**src/rtl/autorange_osr_ctrl.sv**
```systemverilog
module autorange_osr_ctrl #(
  parameter int SMP_W = 16,
  parameter int DECIM = 72,
  parameter int ACC_W = 31,
  parameter int CFG_W = 16,
  parameter logic [CFG_W-1:0] DEF_THR_HI = 16'd21845,
  parameter logic [CFG_W-1:0] DEF_THR_LO = 16'd180,
  parameter logic [CFG_W-1:0] DEF_HOLD   = 16'd72,
  parameter logic [CFG_W-1:0] DEF_SETTLE = 16'd4
) (
  input  logic                    clk,
  input  logic                    rst_n,
  input  logic                    smp_valid,
  input  logic signed [SMP_W-1:0] smp_data,
  input  logic                    cfg_we,
  input  logic [1:0]              cfg_addr,
  input  logic [CFG_W-1:0]        cfg_wdata,
  input  logic                    ovr_clr,
  output logic                    gain_hi,
  output logic                    res_valid,
  output logic signed [ACC_W-1:0] res_sum,
  output logic                    res_lowgain,
  output logic                    ovr_flag
);
  localparam int NORM_W = SMP_W + 8;
  localparam int CNT_W  = $clog2(DECIM);
  localparam logic [CNT_W-1:0] LAST = CNT_W'(DECIM - 1);

  logic [CFG_W-1:0] thr_hi, thr_lo, hold_len, settle_len;
  logic [CFG_W-1:0] below_cnt, mask_cnt;
  logic [CNT_W-1:0] blk_cnt;
  logic signed [ACC_W-1:0]  acc;
  logic signed [NORM_W-1:0] last_norm;
  logic blk_low;

  logic [SMP_W:0] mag;
  logic masked, full_scale, go_down, go_up, quiet;
  logic signed [NORM_W-1:0] ext, x100, norm;
  logic signed [ACC_W-1:0]  acc_next;
  logic [CFG_W-1:0] hold_eff;

  assign mag        = smp_data[SMP_W-1] ? (SMP_W+1)'(-$signed({smp_data[SMP_W-1], smp_data}))
                                        : {1'b0, smp_data};
  assign masked     = (mask_cnt != '0);
  assign full_scale = (smp_data == {1'b0, {(SMP_W-1){1'b1}}}) || (smp_data == {1'b1, {(SMP_W-1){1'b0}}});
  assign ext        = NORM_W'(smp_data);
  assign x100       = (ext <<< 6) + (ext <<< 5) + (ext <<< 2);
  assign norm       = masked ? last_norm : (gain_hi ? ext : x100);
  assign acc_next   = ((blk_cnt == '0) ? '0 : acc) + ACC_W'(norm);
  assign hold_eff   = (hold_len == '0) ? CFG_W'(1) : hold_len;
  assign quiet      = (mag < {1'b0, thr_lo});
  assign go_down    = smp_valid && gain_hi && (mag > {1'b0, thr_hi});
  assign go_up      = smp_valid && !gain_hi && !masked && quiet && (below_cnt + 1'b1 >= hold_eff);

  always_ff @(posedge clk or negedge rst_n) begin
    if (!rst_n) begin
      thr_hi     <= DEF_THR_HI;
      thr_lo     <= DEF_THR_LO;
      hold_len   <= DEF_HOLD;
      settle_len <= DEF_SETTLE;
    end else if (cfg_we) begin
      case (cfg_addr)
        2'd0: thr_hi     <= cfg_wdata;
        2'd1: thr_lo     <= cfg_wdata;
        2'd2: hold_len   <= cfg_wdata;
        default: settle_len <= cfg_wdata;
      endcase
    end
  end

  always_ff @(posedge clk or negedge rst_n) begin
    if (!rst_n) begin
      gain_hi   <= 1'b0;
      below_cnt <= '0;
      mask_cnt  <= '0;
    end else if (smp_valid) begin
      if (go_down || go_up) begin
        gain_hi   <= go_up;
        below_cnt <= '0;
        mask_cnt  <= settle_len;
      end else begin
        if (masked) mask_cnt <= mask_cnt - 1'b1;
        if (!gain_hi && !masked) below_cnt <= quiet ? below_cnt + 1'b1 : '0;
      end
    end
  end

  always_ff @(posedge clk or negedge rst_n) begin
    if (!rst_n) begin
      blk_cnt     <= '0;
      acc         <= '0;
      blk_low     <= 1'b0;
      last_norm   <= '0;
      res_valid   <= 1'b0;
      res_sum     <= '0;
      res_lowgain <= 1'b0;
    end else begin
      res_valid <= 1'b0;
      if (smp_valid) begin
        if (!masked) last_norm <= norm;
        acc     <= acc_next;
        blk_low <= ((blk_cnt == '0) ? 1'b0 : blk_low) | !gain_hi;
        if (blk_cnt == LAST) begin
          blk_cnt     <= '0;
          res_valid   <= 1'b1;
          res_sum     <= acc_next;
          res_lowgain <= ((blk_cnt == '0) ? 1'b0 : blk_low) | !gain_hi;
        end else begin
          blk_cnt <= blk_cnt + 1'b1;
        end
      end
    end
  end

  always_ff @(posedge clk or negedge rst_n) begin
    if (!rst_n)                       ovr_flag <= 1'b0;
    else if (smp_valid && full_scale) ovr_flag <= 1'b1;
    else if (ovr_clr)                 ovr_flag <= 1'b0;
  end
endmodule

```
**config.mk**
```make
export PLATFORM = sky130hd
export DESIGN_NAME = autorange_osr_ctrl
export DESIGN_NICKNAME = d
export VERILOG_FILES = /design/src/rtl/autorange_osr_ctrl.sv
export SDC_FILE = /design/constraint.sdc
export NUM_CORES = 1
export LEC_CHECK = 0
export CAP_MARGIN = 40
export CORE_ASPECT_RATIO = 0.5
export CORE_MARGIN = 2
export CORE_UTILIZATION = 35
export CTS_BUF_LIST = sky130_fd_sc_hd__clkbuf_8
export CTS_CLUSTER_SIZE = 8
export DETAILED_ROUTE_END_ITERATION = 8
export SETUP_SLACK_MARGIN = 0.5
export SLEW_MARGIN = 20
export SYNTH_ARGS = -nofsm -noshare
export SYNTH_HDL_FRONTEND = slang
export SYNTH_SLANG_ARGS = --single-unit
```
**constraint.sdc**
```tcl
create_clock -name clk -period 8.8 [get_ports clk]
set_input_delay 0.88 -clock clk [delete_from_list [all_inputs] [get_ports clk]]
set_output_delay 0.88 -clock clk [all_outputs]
set_load 0.02 [all_outputs]
```
==> results of run 1 <==
[worst max-delay path, stage by stage]
cell and delay (ns):
clkdlybuf4s50_1 0.60, fa_1 0.57, ha_1 0.17, inv_1 0.06, fa_1 0.38, nor2b_1 0.15
o21ai_0 0.11, a21boi_0 0.31, o31a_1 0.22, o21ai_0 0.09, nand2b_1 0.09, xnor2_1 0.11
o21ai_0 0.12, mux2_2 0.31, ha_1 0.41, and4_1 0.28, and3_4 0.18, a32o_1 0.20
a41oi_1 0.24, a311oi_1 0.21, a221oi_2 0.35, a2bb2oi_2 0.23, nand2b_1 0.07, a311o_1 0.34
[worst min path at each step]
stage	endpoint	slack (ns)	cells past startpoint
3_5_place_dp	acc[12]	0.46	2
6_report	below_cnt[2]	0.39	1
5_1_grt	below_cnt[2]	0.39	1
2_1_floorplan	acc[12]	0.44	2
3_3_place_gp	mask_cnt[3]	0.45	2
4_1_cts	below_cnt[2]	0.37	1
[final cells by class]
class	instances	area (um2)	share of cell area
multi-input combinational	1033	7440	0.512
tap	484	606	0.0417
clock inverter	13	110	0.00759
sequential	194	4870	0.336
timing repair buffer	88	873	0.0602
inverter	93	349	0.0241
clock buffer	19	262	0.0180
antenna	1	2.50	0.000172
[flip-flops by register name (all words and copies together) (netlist names)]
name,flops
res_sum,31
mask_cnt,16
res_lowgain,1
settle_len,16
blk_low,1
res_valid,1
gain_hi,1
blk_cnt,7
last_norm,24
hold_len,16
thr_lo,16
ovr_flag,1
below_cnt,16
thr_hi,16
acc,31
[where the power goes]
group / internal [mW] / switching (mW) / leakage, nW
clock: 0.238 / 0.341 / 0.185
combinational: 0.840 / 1.04 / 4.02
sequential: 1.13 / 0.146 / 2.41
[cell usage in the layout (no fill, tap or decap), drive strengths merged, types with 7 or more instances in the layout]
master and instances:
nor3 20, nand2 205, nand4 15, nand2b 10, nor2b 17, and3 18, mux2i 7, ha 118
xnor2 57, a21o 30, fa 16, nor4 9, inv 95, xor2 18, clkbuf 20, o21a 11
a31oi 10, o21ai 112, dfrtp 179, nand3 28, mux2 81, nor2 59, a21oi 66, and2 32
buf 16, dfstp 15, clkdlybuf4s50 71
[metal layers]
| layer | part of all wire | vias up | routed length [um] |
|---|---|---|---|
| li1 | - | 4876 | - |
| met1 | 0.50 | 4589 | 15000 |
| met2 | 0.45 | 95 | 13700 |
| met3 | 0.033 | 24 | 1010 |
| met4 | 0.015 | 0 | 439 |
| met5 | 0 | - | 0 |
[cell families after synthesis]
kind of cell	share of synthesized area
XOR/XNOR	0.0509
adder cells (fa/ha/maj)	0.139
flip-flops	0.378
multiplexers	0.0761
AND/OR/NAND/NOR	0.161
buffers and inverters	0.0466
AO/OA/AOI/OAI	0.148
[stage by stage]
step | instances | total power [mW] | area, um2
floorplan | 1368 | 2.75 | 12900
global placement | 1887 | 3.15 | 14100
detailed placement | 1890 | 3.17 | 14100
CTS | 1922 | 3.77 | 14500
global route | 1925 | 4.10 | 14500
finish | 1925 | 3.74 | 14500
==> flow_metrics.env, run 1 <==
export IMPL_rr_endpoint="acc[28]"
export IMPL_grt_pass1_wl_um=50400
export IMPL_syn_inst=1368
export IMPL_arrival_ns=6.71
export IMPL_worstMarginPinSlew_ns=0.756
export IMPL_routed_via_density=4.98
export IMPL_max_freq_mhz=158
export IMPL_place_ws_ns=1.99
export IMPL_fin_crit_sh=0.718
export IMPL_synth_main_ff_cell="dfrtp_1"
export IMPL_end_kind="register"
export IMPL_cts_resized=0
export IMPL_clockBufferDepth=2
export IMPL_required_ns=9.19
export IMPL_core_area_um2=36100
export IMPL_finalCriticalPeriod_ns=6.32
export IMPL_critPathLaunch="smp_data[4]"
export IMPL_drcViolationCount=0
export IMPL_grt_pass1_vias=9418
export IMPL_rsz0062_at_grt="no"
export IMPL_drv_cap=0
export IMPL_post_drt_wl_per_cell_um=15.7
export IMPL_dieArea_um2=38500
export IMPL_reg2reg_from="mask_cnt[3]"
export IMPL_cp_max_fo=11
export IMPL_area_delta_synth_final_pct=12.4
export IMPL_rrSetupSlack_ns=3.71
export IMPL_path_clk_slew_ns=0.10
export IMPL_track_usage=0.165
export IMPL_cts_setup_buffers=0
export IMPL_drive_gt1_frac=0.114
export IMPL_use_met2=0.260
export IMPL_antenna_found_initial=1
export IMPL_setup_viol=0
export IMPL_grt_busiest_layer="met2"
export IMPL_io_buffers=73
export IMPL_drt_initial_drc_count=528
export IMPL_seq_area_frac_synth=0.378
export IMPL_dieWidth_um=276
export IMPL_synthArstFlopShare=1.00
export IMPL_maxSlewViolCount=0
export IMPL_dr_pass1_iters=5
export IMPL_synthDistinctLibCells=76
export IMPL_cts_sinks=194
export IMPL_fin_tns_setup_ns=0
export IMPL_cts_hold_fix_buffers=0
export IMPL_grt_max_degree=73
export IMPL_critPathCapture="acc[28]"
export IMPL_yosys_top_cells_area="dfrtp_1, ha_1, mux2_2, nand2_1, o21ai_0"
export IMPL_critical_path_class="in -> reg"
export IMPL_synth_most_common_cell="nand2_1"
export IMPL_synth_top_area_cell="dfrtp_1"
export IMPL_cts_tree="yes"
export IMPL_vias=9584
export IMPL_synth_edf_count=0
export IMPL_insertion_delay_ns=0.51
export IMPL_ff2ff_path_depth=14
export IMPL_outcome="finished, final reports clean"
export IMPL_fp_row_count=49
export IMPL_gp_congestion=0.834
export IMPL_syn_nets=1541
export IMPL_cp_start_kind="input port"
export IMPL_fill_cells=3565
export IMPL_grt_ovfl_total=0
export IMPL_syn_avg_cell_area_um2=9.43
export IMPL_yosysWarnings=0
export IMPL_h_tree_depth=4
export IMPL_die_h_um=140
export IMPL_p_leak_nw=6.62
export IMPL_wl_um=30200
export IMPL_met1_usage=0.229
export IMPL_synth_seq_cells=194
export IMPL_io_pins=74
export IMPL_setup_slack_ns=2.49
export IMPL_met3_usage=0.0378
export IMPL_ant_nets=0
export IMPL_relSlewSlack=0.494
export IMPL_utilization=0.402
export IMPL_synthTopCellsByCount="nand2_1, dfrtp_1, ha_1"
export IMPL_vdd_drop_max_mv=0.120
export IMPL_hold_class="in -> async"
export IMPL_final_nets=1600
export IMPL_finalHoldViolations=0
export IMPL_synth_area_um2=12900
export IMPL_start_util=0.357
export IMPL_synth_top_area_frac=0.347
export IMPL_p_per_area_nw_per_um2=258
export IMPL_skew_ns=0.0134
export IMPL_cts_root_buf="clkbuf_8"
export IMPL_fin_hold_ws_ns=0.388
export IMPL_cts_buffers=17
export IMPL_dp_hpwl_um=22100
Note: power is estimated with default switching activity, not from simulation.
==> inputs of run 2 (changes only) <==
clock period = 5.41 ns   (was 8.8 ns; I/O delays follow)
==> run 2 against run 1 <==
  * Critical path depth unchanged
  * Clock power up 65%
  * Die area unchanged
  * Count of clock-buffer cells in the layout grew 1
  * Worst hold slack improved by 0.080 ns
  * Cell count increased by 4.6%
  * Critical endpoint unchanged
==> flow_metrics.env, run 2 (synthesized netlist as in run 1, its figures left out) <==
export IMPL_crit_path_top_delay_cell="fa_2"
export IMPL_cp_max_fo=5
export IMPL_skew_ns=0.0129
export IMPL_p_clk_frac=0.143
export IMPL_crit_family="compound AO/OA/AOI/OAI gates"
export IMPL_die_h_um=140
export IMPL_rrSetupSlack_ns=0.67
export IMPL_setup_viol=0
export IMPL_fin_crit_sh=0.877
export IMPL_start_util=0.357
export IMPL_area_delta_synth_final_pct=18.8
export IMPL_worstMarginPinSlew_ns=0.994
export IMPL_combPwrFrac=0.544
export IMPL_drive_gt1_frac=0.187
export IMPL_finalCriticalPeriod_ns=4.74
export IMPL_routed_via_density=4.94
export IMPL_grt_pass1_vias=9906
export IMPL_reg2reg_from="mask_cnt[3]"
export IMPL_final_nets=1688
export IMPL_wl_um=31600
export IMPL_critPathLaunch="smp_data[3]"
export IMPL_relSlewSlack=0.338
export IMPL_cts_tree="yes"
export IMPL_drcViolationCount=0
export IMPL_cts_buffers=17
export IMPL_io_pins=74
export IMPL_final_common_cell="nand2_1"
export IMPL_dieArea_um2=38500
export IMPL_arrival_ns=5.15
export IMPL_cts_sinks=194
export IMPL_grt_pass1_wl_um=52000
export IMPL_p_per_area_nw_per_um2=435
export IMPL_cp_slowest_stage_delay_ns=0.46
export IMPL_outcome="finished, final reports clean"
export IMPL_antenna_found_initial=1
export IMPL_crit_path_cell_trace="dlygate4sd2_1 > buf_6 > fa_2 > ha_4 > nand3_1 > nor2_2 > a211oi_2 > buf_4 > nor2_1 > a21oi_1 > nor2b_1 > nor3_1 > o31ai_1 > o21a_1 > ha_1 > and4_4 > and3_4 > a32o_2 > a41oi_2 > a311oi_2 > a221oi_2 > a2bb2oi_2 > nand2b_1 > a311o_1"
export IMPL_ant_nets=0
export IMPL_post_drt_wl_per_cell_um=15.7
export IMPL_vdd_drop_max_mv=0.189
export IMPL_grt_ovfl_total=0
export IMPL_finalHoldViolations=0
export IMPL_gp_congestion=0.855
export IMPL_reg_largest_list="acc x31, res_sum x31, last_norm x24"
export IMPL_swShare=0.401
export IMPL_place_ws_ns=-0.476
export IMPL_ff2ff_path_depth=16
export IMPL_clockBufferDepth=2
export IMPL_dieWidth_um=276
export IMPL_rr_endpoint="acc[28]"
export IMPL_vias=9951
export IMPL_cp_num_cells=24
export IMPL_io_buffers=73
export IMPL_stdcell_count=2013
export IMPL_drt_initial_drc_count=576
export IMPL_max_freq_mhz=211
export IMPL_hold_class="in -> async"
export IMPL_utilization=0.425
export IMPL_totalPowerFinal_mw=6.67
export IMPL_critPathCapture="acc[28]"
export IMPL_dr_pass1_iters=4
export IMPL_core_area_um2=36100
export IMPL_drv_cap=0
export IMPL_cp_start_kind="input port"
export IMPL_path_buf_inv=3
export IMPL_insertion_delay_ns=0.52
export IMPL_dp_cells=1969
export IMPL_final_cell_mix="nand2_1, dfrtp_1, ha_1, o21ai_0, buf_4"
export IMPL_critical_path_class="in -> reg"
export IMPL_fp_row_count=49
export IMPL_sequentialPowerShare=0.314
export IMPL_maxSlewViolCount=0
export IMPL_p_leak_nw=7.11
export IMPL_cts_root_buf="clkbuf_8"
export IMPL_rsz0062_at_grt="yes"
export IMPL_required_ns=5.82
export IMPL_end_kind="register"
export IMPL_dp_hpwl_um=23600
export IMPL_setup_slack_ns=0.667
export IMPL_h_tree_depth=4
export IMPL_intPower_mw=3.99
export IMPL_track_usage=0.171
export IMPL_path_clk_slew_ns=0.10
export IMPL_p_switching_mw=2.68
export IMPL_grt_max_degree=164
-- run 2: cell count changes in the layout (fill, tap and decap cells not counted), sizes merged --
cell,change
dlygate4sd2,+2
clkbuf,+4
inv,-1
dlymetal6s2s,+3
buf,+90
dlygate4sd3,+1
clkdlybuf4s50,-11
-- run 2: cell type report --
class | instances | area, um2
Multi-Input combinational cell | 1033 | 7600
Sequential cell | 194 | 4870
Antenna cell | 1 | 2.50
Fill cell | 3467 | 20800
Timing Repair Buffer | 176 | 1520
Inverter | 93 | 349
Clock buffer | 20 | 275
Clock inverter | 12 | 109
Tap cell | 484 | 606
-- run 2: power by group through the flow --
stage / sequential, mW / combinational, mW / clock [mW]
finish: 2.09 / 3.63 / 0.951
global route: 2.15 / 4.06 / 1.04
CTS: 2.09 / 3.54 / 0.985
detailed placement: 2.11 / 3.47 / 0
global placement: 2.10 / 3.43 / 0
floorplan: 2.05 / 2.46 / 0
-- run 2: worst min path at each step --
stage	slack (ns)	end	cells after the start
2_1_floorplan	0.25	acc[0]	0
3_3_place_gp	0.45	acc[12]	2
3_5_place_dp	0.46	acc[12]	2
4_1_cts	0.46	below_cnt[9]	2
5_1_grt	0.48	below_cnt[10]	2
6_report	0.47	below_cnt[10]	2
-- run 2: per-stage QoR --
stage	hold WS (ns)	cell area, um2	setup TNS [ns]
after global routing	0.478	15300	0
after CTS	0.461	15200	0
final	0.468	15300	0
after detailed placement	0.460	14700	-5.83
after floorplan	0.245	12900	0
after global placement	0.451	14700	-3.66
-- run 2: repair_timing --
item | CTS | global route
hold endpoints to repair | 30 | 0
pin swaps | 12 | 25
gates resized for setup | 19 | 43
hold buffers | 1 | 0
setup buffers | 2 | 6
endpoints found under the setup margin | 21 | 31
-- run 2: layer usage --
layer  GRT usage  up-vias  wire, um
li1            -     5060         -
met1       0.233     4780     15600
met2       0.279       89     14800
met3      0.0352       22       931
met4      0.0376        0       375
met5           0        -         0
==> inputs of run 3 (changes only) <==
clock period = 4.8 ns   (was 5.41 ns; I/O delays follow)
==> run 3 against run 2 <==
  * Critical path type unchanged
  * Largest cell class unchanged
  * Setup slack got worse by 0.60 ns
  * The flow now finishes with violations (hold timing)
  * Non-clock buffer count rose by 38
  * Clock skew increased by 0.0040 ns
  * Highest routed layer unchanged
==> flow_metrics.env, run 3 (synthesized netlist as in run 1, its figures left out) <==
export IMPL_place_ws_ns=-0.945
export IMPL_relSlewSlack=0.464
export IMPL_grt_pass1_wl_um=52700
export IMPL_rrSetupSlack_ns=0.33
export IMPL_drt_initial_drc_count=569
export IMPL_routed_via_density=4.99
export IMPL_antenna_found_initial=0
export IMPL_ff2ff_path_depth=16
export IMPL_finalCriticalPeriod_ns=4.73
export IMPL_violations="hold timing"
export IMPL_outcome="complete, but fails checks"
export IMPL_maxSlewViolCount=0
export IMPL_io_pins=74
export IMPL_cp_slowest_stage_delay_ns=0.54
export IMPL_hold_class="in -> async"
export IMPL_worstMarginPinSlew_ns=0.801
export IMPL_grt_pass1_vias=10100
export IMPL_antenna_cells=0
export IMPL_vias=10200
export IMPL_p_clk_frac=0.137
export IMPL_cts_tree="yes"
export IMPL_final_cell_mix="nand2_1, dfrtp_1, buf_4, ha_1, inv_1"
export IMPL_gp_congestion=0.870
export IMPL_reg2reg_from="mask_cnt[6]"
export IMPL_cp_num_cells=24
export IMPL_max_freq_mhz=211
export IMPL_cts_root_buf="clkbuf_8"
export IMPL_critical_path_class="in -> reg"
export IMPL_cts_sinks=194
export IMPL_swShare=0.396
export IMPL_path_buf_inv=2
export IMPL_crit_path_cell_trace="buf_8 > fa_1 > ha_2 > inv_2 > fa_2 > nor2b_4 > o21ai_2 > a21boi_2 > o31a_1 > o21ai_1 > nand2b_1 > xnor2_1 > o21ai_1 > mux2_4 > ha_4 > and4_4 > nand3_1 > a21oi_2 > a41oi_2 > a311oi_2 > a221oi_2 > a2bb2oi_2 > nor3b_1 > a311o_1"
export IMPL_final_nets=1726
export IMPL_crit_path_top_delay_cell="fa_1"
export IMPL_post_drt_wl_per_cell_um=15.8
export IMPL_insertion_delay_ns=0.51
export IMPL_die_h_um=140
export IMPL_final_common_cell="nand2_1"
export IMPL_cp_max_fo=4
export IMPL_path_clk_slew_ns=0.09
export IMPL_totalPowerFinal_mw=8.35
export IMPL_cts_hold_fix_buffers=0
export IMPL_area_delta_synth_final_pct=24.1
export IMPL_fp_row_count=49
export IMPL_p_leak_nw=7.41
export IMPL_io_buffers=73
export IMPL_end_kind="register"
export IMPL_finalHoldViolations=6
export IMPL_setup_viol=0
export IMPL_p_per_area_nw_per_um2=521
export IMPL_fin_crit_sh=0.986
export IMPL_sequentialPowerShare=0.281
export IMPL_wl_um=32300
export IMPL_rr_endpoint="acc[28]"
export IMPL_required_ns=5.20
export IMPL_dieWidth_um=276
export IMPL_vdd_drop_max_mv=0.271
export IMPL_reg_largest_list="acc x31, res_sum x31, last_norm x24"
export IMPL_track_usage=0.173
export IMPL_skew_ns=0.0169
export IMPL_setup_slack_ns=0.0670
export IMPL_crit_family="compound AO/OA/AOI/OAI gates"
export IMPL_drv_cap=0
export IMPL_drive_gt1_frac=0.233
export IMPL_intPower_mw=5.04
export IMPL_grt_max_degree=115
export IMPL_start_util=0.357
export IMPL_arrival_ns=5.13
export IMPL_combPwrFrac=0.581
export IMPL_utilization=0.443
export IMPL_cts_buffers=17
export IMPL_path_common_cell="o21ai_1"
export IMPL_clockBufferDepth=2
export IMPL_rsz0062_at_grt="yes"
export IMPL_fin_hold_ws_ns=-0.0286
export IMPL_core_area_um2=36100
export IMPL_p_switching_mw=3.30
export IMPL_dp_hpwl_um=23700
export IMPL_ant_nets=0
export IMPL_grt_ovfl_total=0
export IMPL_fill_cells=3429
export IMPL_fin_tns_setup_ns=0
export IMPL_drcViolationCount=0
export IMPL_h_tree_depth=4
export IMPL_cp_start_kind="input port"
export IMPL_dieArea_um2=38500
export IMPL_dr_pass1_iters=5
[run 3: changes by cell type in the layout (fill, tap and decap cells not counted), sizes merged]
cell	before	now
dlymetal6s2s	3	0
buf	106	147
clkbuf	24	19
clkdlybuf4s15	0	2
dlygate4sd3	1	0
bufinv	1	3
clkinv	6	9
diode	1	0
dlygate4sd2	2	4
clkinvlp	4	1
[run 3: how the worst max path moves through the flow]
stage                      startpoint      end  slack, ns
after floorplan           smp_data[0]  acc[28]      -0.04
after global placement    smp_data[6]  acc[28]      -0.85
after detailed placement  smp_data[6]  acc[28]      -0.94
after CTS                 smp_data[4]  acc[28]       0.20
after global routing      smp_data[1]  acc[28]      -0.13
final                     smp_data[1]  acc[28]       0.07
[run 3: power by group through the flow]
stage	registers, mW	logic, mW	clock network, mW
after floorplan	2.31	2.83	0
after global placement	2.36	4.07	0
after detailed placement	2.37	4.10	0
after CTS	2.35	4.50	1.18
after global routing	2.41	5.37	1.25
final	2.35	4.85	1.14
[run 3: timing repair]
item | CTS | global route
pin swaps | 42 | 49
setup buffers | 16 | 11
setup endpoints to repair | 40 | 39
gates resized for setup | 82 | 55
[run 3: layout make-up]
| type | count | area (um2) | share of cell area |
|---|---|---|---|
| Clock inverter | 14 | 165 | 0.0103 |
| Sequential cell | 194 | 4870 | 0.304 |
| Timing Repair Buffer | 214 | 1850 | 0.116 |
| Clock buffer | 18 | 248 | 0.0155 |
| Inverter | 93 | 349 | 0.0218 |
| Multi-Input combinational cell | 1033 | 7920 | 0.494 |
| Tap cell | 484 | 606 | 0.0378 |
[run 3: worst register-to-register path, stage by stage (launching register included)]
cell and delay (ns):
dfrtp_1 0.40, or4_4 0.58, nor4_4 0.17, buf_4 0.15
buf_4 0.11, and3_1 0.46, mux2_4 0.38, ha_4 0.28
and4_4 0.22, nand3_1 0.10, a21oi_2 0.18, a41oi_2 0.17
a311oi_2 0.39, a221oi_2 0.12, a2bb2oi_2 0.19, nor3b_1 0.15
a311o_1 0.31
[run 3: per-layer routing]
metal | wire (um) | part of all wire | global-route usage
met5 | 0 | 0 | 0
met3 | 916 | 0.028 | 0.0349
met4 | 678 | 0.021 | 0.0546
met2 | 15200 | 0.47 | 0.284
met1 | 15600 | 0.48 | 0.229
[run 3: stage by stage]
step / cell area, um2 / hold slack, ns / cells
after floorplan: 13000 / 0.184 / 1368
after global placement: 14900 / 0.455 / 1989
after detailed placement: 14900 / 0.459 / 1990
after CTS: 15700 / 0.0106 / 2038
after global routing: 16000 / 0.0203 / 2050
final: 16000 / -0.0286 / 2050
